[src/rtl/sac_pkg.sv]
package sac_pkg;
  typedef enum logic [1:0] {
    KIND_READ  = 2'b00,
    KIND_WRITE = 2'b01,
    KIND_FETCH = 2'b10,
    KIND_RSVD  = 2'b11
  } acc_kind_e;

  typedef enum logic [1:0] {
    CAUSE_NONE     = 2'b00,
    CAUSE_NS_WIN   = 2'b01,
    CAUSE_SEC_FTCH = 2'b10,
    CAUSE_CFG_WR   = 2'b11
  } fault_cause_e;

  localparam logic [1:0] SEL_BASE  = 2'd0;
  localparam logic [1:0] SEL_LIMIT = 2'd1;
  localparam logic [1:0] SEL_CLEAR = 2'd2;
endpackage

[src/rtl/sac_cfg_regs.sv]
module sac_cfg_regs
  import sac_pkg::*;
#(
  parameter int AW = 32
) (
  input  logic          clk,
  input  logic          rst,
  input  logic          enable,
  input  logic          wr,
  input  logic [1:0]    sel,
  input  logic [AW-1:0] wdata,
  input  logic          wr_secure,
  output logic [AW-1:0] base_q,
  output logic [AW-1:0] limit_q,
  output logic          wr_deny,
  output logic          clear_req
);
  localparam logic [AW-1:0] ALIGN_MASK = ~{{(AW-2){1'b0}}, 2'b11};

  logic          wr_ok;
  logic [AW-1:0] wdata_al;

  always_comb begin
    wr_deny   = wr && enable && !wr_secure;
    wr_ok     = wr && !wr_deny;
    wdata_al  = wdata & ALIGN_MASK;
    clear_req = wr_ok && (sel == SEL_CLEAR);
  end

  always_ff @(posedge clk) begin
    if (rst) begin
      base_q  <= '0;
      limit_q <= '0;
    end else if (wr_ok) begin
      if (sel == SEL_BASE)  base_q  <= wdata_al;
      if (sel == SEL_LIMIT) limit_q <= wdata_al;
    end
  end


  blocked_write_keeps_bounds_chk: assert property (@(posedge clk) disable iff (rst)
    (wr && enable && !wr_secure) |=> ($stable(base_q) && $stable(limit_q)));


  bounds_aligned_chk: assert property (@(posedge clk) disable iff (rst)
    (base_q[1:0] == 2'b00) && (limit_q[1:0] == 2'b00));
endmodule

[config.mk]
export PLATFORM = sky130hd
export DESIGN_NAME = sac_cfg_regs
export DESIGN_NICKNAME = d
export VERILOG_FILES = /design/src/rtl/sac_pkg.sv /design/src/rtl/sac_cfg_regs.sv
export SDC_FILE = /design/constraint.sdc
export NUM_CORES = 1
export LEC_CHECK = 0
export BUFFER_PORTS_ARGS = -buffer_cell sky130_fd_sc_hd__buf_4
export CORE_AREA = 2 2 79 81
export DETAILED_ROUTE_END_ITERATION = 8
export DIE_AREA = 0 0 81 83
export GPL_TIMING_DRIVEN = 0
export PLACE_DENSITY = 0.79
export SLEW_MARGIN = 30
export SYNTH_ARGS = -nofsm -noshare
export SYNTH_HDL_FRONTEND = slang
export SYNTH_SLANG_ARGS = --single-unit
[constraint.sdc]
create_clock -name clk -period 4.1 [get_ports clk]
set_input_delay 0.82 -clock clk [delete_from_list [all_inputs] [get_ports clk]]
set_output_delay 0.82 -clock clk [all_outputs]
set_load 0.01 [all_outputs]
==> flow_summary.json <==
{
  "syn_to_final_growth_pct": 39.0,
  "hold_end": "limit_q[8]$_SDFFE_PP0P_",
  "cts_max_path_buffers": 2,
  "cts-buffers-inserted": 9,
  "layout.nets": 389,
  "io_pins": 105,
  "first_iter_violations": 45,
  "clkLatencyLatePin_ns": 0.33,
  "wl_per_cell_um": 13.2,
  "via_per_inst": 4.60,
  "required_ns": 3.28,
  "rr_endpoint": "limit_q[26]$_SDFFE_PP0P_",
  "grt_use_total": 0.181,
  "hpwl_mm": 4.14,
  "die_area_mm2": 0.00672,
  "power_mw": 1.21,
  "drc_errors": 0,
  "worstPathArrival_ns": 1.45,
  "rsz0062_at_grt": "false",
  "grt_pass1_vias": 1991,
  "p_leak_nw": 1.70,
  "die_h_um": 83,
  "postCtsSetupRepairBufs": 0,
  "cp-end-kind": "output port",
  "status": "complete, no violations",
  "syn_area_mm2": 0.00257,
  "cts_sinks": 60,
  "yosysTopAreaCell": "dfxtp_1",
  "die_w_um": 81,
  "fin_crit_ns": 2.27,
  "finalMaxSlewViolations": 0,
  "tns_ns": 0,
  "hold_depth": 2,
  "synthTopCellsByArea": "dfxtp_1 47%, mux2i_1 23%, nand2b_1 22%",
  "cts_tree": "built",
  "hold_start": "limit_q[8]$_SDFFE_PP0P_",
  "synth-edff-count": 0,
  "gr-total-overflow": 0,
  "yosys.area.top_type_share": 0.467,
  "ys_seq_elements": 60,
  "hold_path.class": "flip-flop to flip-flop",
  "async_reset_ff_frac": 0,
  "synthCells": 239,
  "p_per_area_mw_per_mm2": 338,
  "postCtsHoldBufs": 0,
  "nFillCells": 519,
  "hold_viol_final": 0,
  "drt_wl_total_mm": 5.67,
  "htreeDepth": 3,
  "synth_ff_type": "dfxtp_1",
  "path_clk_slew_ns": 0.06,
  "stdcell_area_mm2": 0.00357,
  "post_dp_cell_area_mm2": 0.00340,
  "final-setup-viol-count": 0,
  "grt_pass1_wl_mm": 9.33,
  "cts_resized": 0,
  "seq_area_frac_synth": 0.467,
  "cts-root-buf": "clkbuf_8",
  "core_area_mm2": 0.00582,
  "place_congestion": 0.718,
  "fmax_mhz": 441,
  "yosysUniqueCellTypes": 15,
  "whs_ns": 0.475,
  "r2r_setup_slack_ns": 3.49,
  "critPathKind": "input port to output port",
  "start_kind": "input port",
  "skew_ns": 0,
  "ys_warn_count": 0,
  "peakVddDrop_mv": 0.183,
  "reg2reg_from": "limit_q[26]$_SDFFE_PP0P_",
  "synth.most_common_cell": "nand2b_1",
  "rows": 28,
  "crit_fanout": 3,
  "num_antenna_cells": 0,
  "start_util": 0.442,
  "grt_max_degree": 11,
  "period_share": 0.553,
  "drt_pass1_iterations": 4,
  "synth_commonest_cells": "91 x nand2b_1, 60 x dfxtp_1, 60 x mux2i_1, 10 x clkbuf_1, 6 x buf_4",
  "antenna_found_initial": 0,
  "ff2ff_path_depth": 2,
  "ant_nets": 0,
  "io_buffers": 97,
  "avgSynthCellArea_um2": 10.8,
  "vias": 1978,
  "layout-drive-gt1-share": 0.349,
  "cap_violations": 0
}
## per-layer routing
layer	global-route usage	routed length (µm)
met1	0.212	2420
met2	0.298	2720
met3	0.0391	409
met4	0.102	124
met5	0	0
## power breakdown
group / total [mW] / internal (mW) / switching, mW
Sequential: 0.610 / 0.601 / 0.00957
Combinational: 0.147 / 0.0844 / 0.0626
Clock: 0.451 / 0.231 / 0.220
## per-stage QoR
step	instances	setup slack, ns	util
2_1_floorplan	242	2.10	-
3_3_place_gp	414	1.85	0.585
3_5_place_dp	414	1.84	0.585
4_1_cts	430	1.83	0.614
5_1_grt	430	1.80	0.614
6_report	430	1.83	0.614
## final cells by class
type / instances / area [µm²] / share of cell area
buffer: 20 / 124 / 0.0347
sequential: 60 / 1200 / 0.336
multi-input combinational: 162 / 1260 / 0.352
clock inverter: 5 / 27.5 / 0.00771
tap: 75 / 93.8 / 0.0263
timing repair buffer: 97 / 728 / 0.204
clock buffer: 11 / 141 / 0.0396
## how the worst max path moves through the flow
stage | start | end | slack, ns | cells after the start
3_3_place_gp | wr_secure | clear_req | 1.85 | 4
3_5_place_dp | wr_secure | clear_req | 1.84 | 4
4_1_cts | wr_secure | clear_req | 1.83 | 4
2_1_floorplan | wr_secure | clear_req | 2.10 | 2
5_1_grt | wr_secure | clear_req | 1.80 | 4
6_report | wr_secure | clear_req | 1.83 | 4
## cell usage in the layout (no fill, tap or decap), types with 2 or more instances in the layout
master    count
clkinv_2      4
and4b_1       2
conb_1        4
nand2b_1     91
buf_2         2
mux2i_1      60
buf_4       103
dfxtp_1      60
clkbuf_1     11
clkbuf_8     10
## flip-flops by register name, summed over array words and instances (netlist names)
| name | cells |
|---|---|
| limit_q | 30 |
| base_q | 30 |
## cell families (layout without fill, tap and decap cells)
group | Yosys count | in the layout | share of synthesized area
and+or+nand+nor | 98 | 98 | 0.249
muxes | 60 | 60 | 0.234
DFF | 60 | 60 | 0.467
buffers and inverters | 20 | 133 | 0.0482
other | 1 | 4 | 0.00146
## critical path: stages
cell and delay, ns:
buf_4 0.12, nand2b_1 0.17, and4b_1 0.20, buf_4 0.14
Note: power is estimated with default switching activity, not from simulation.
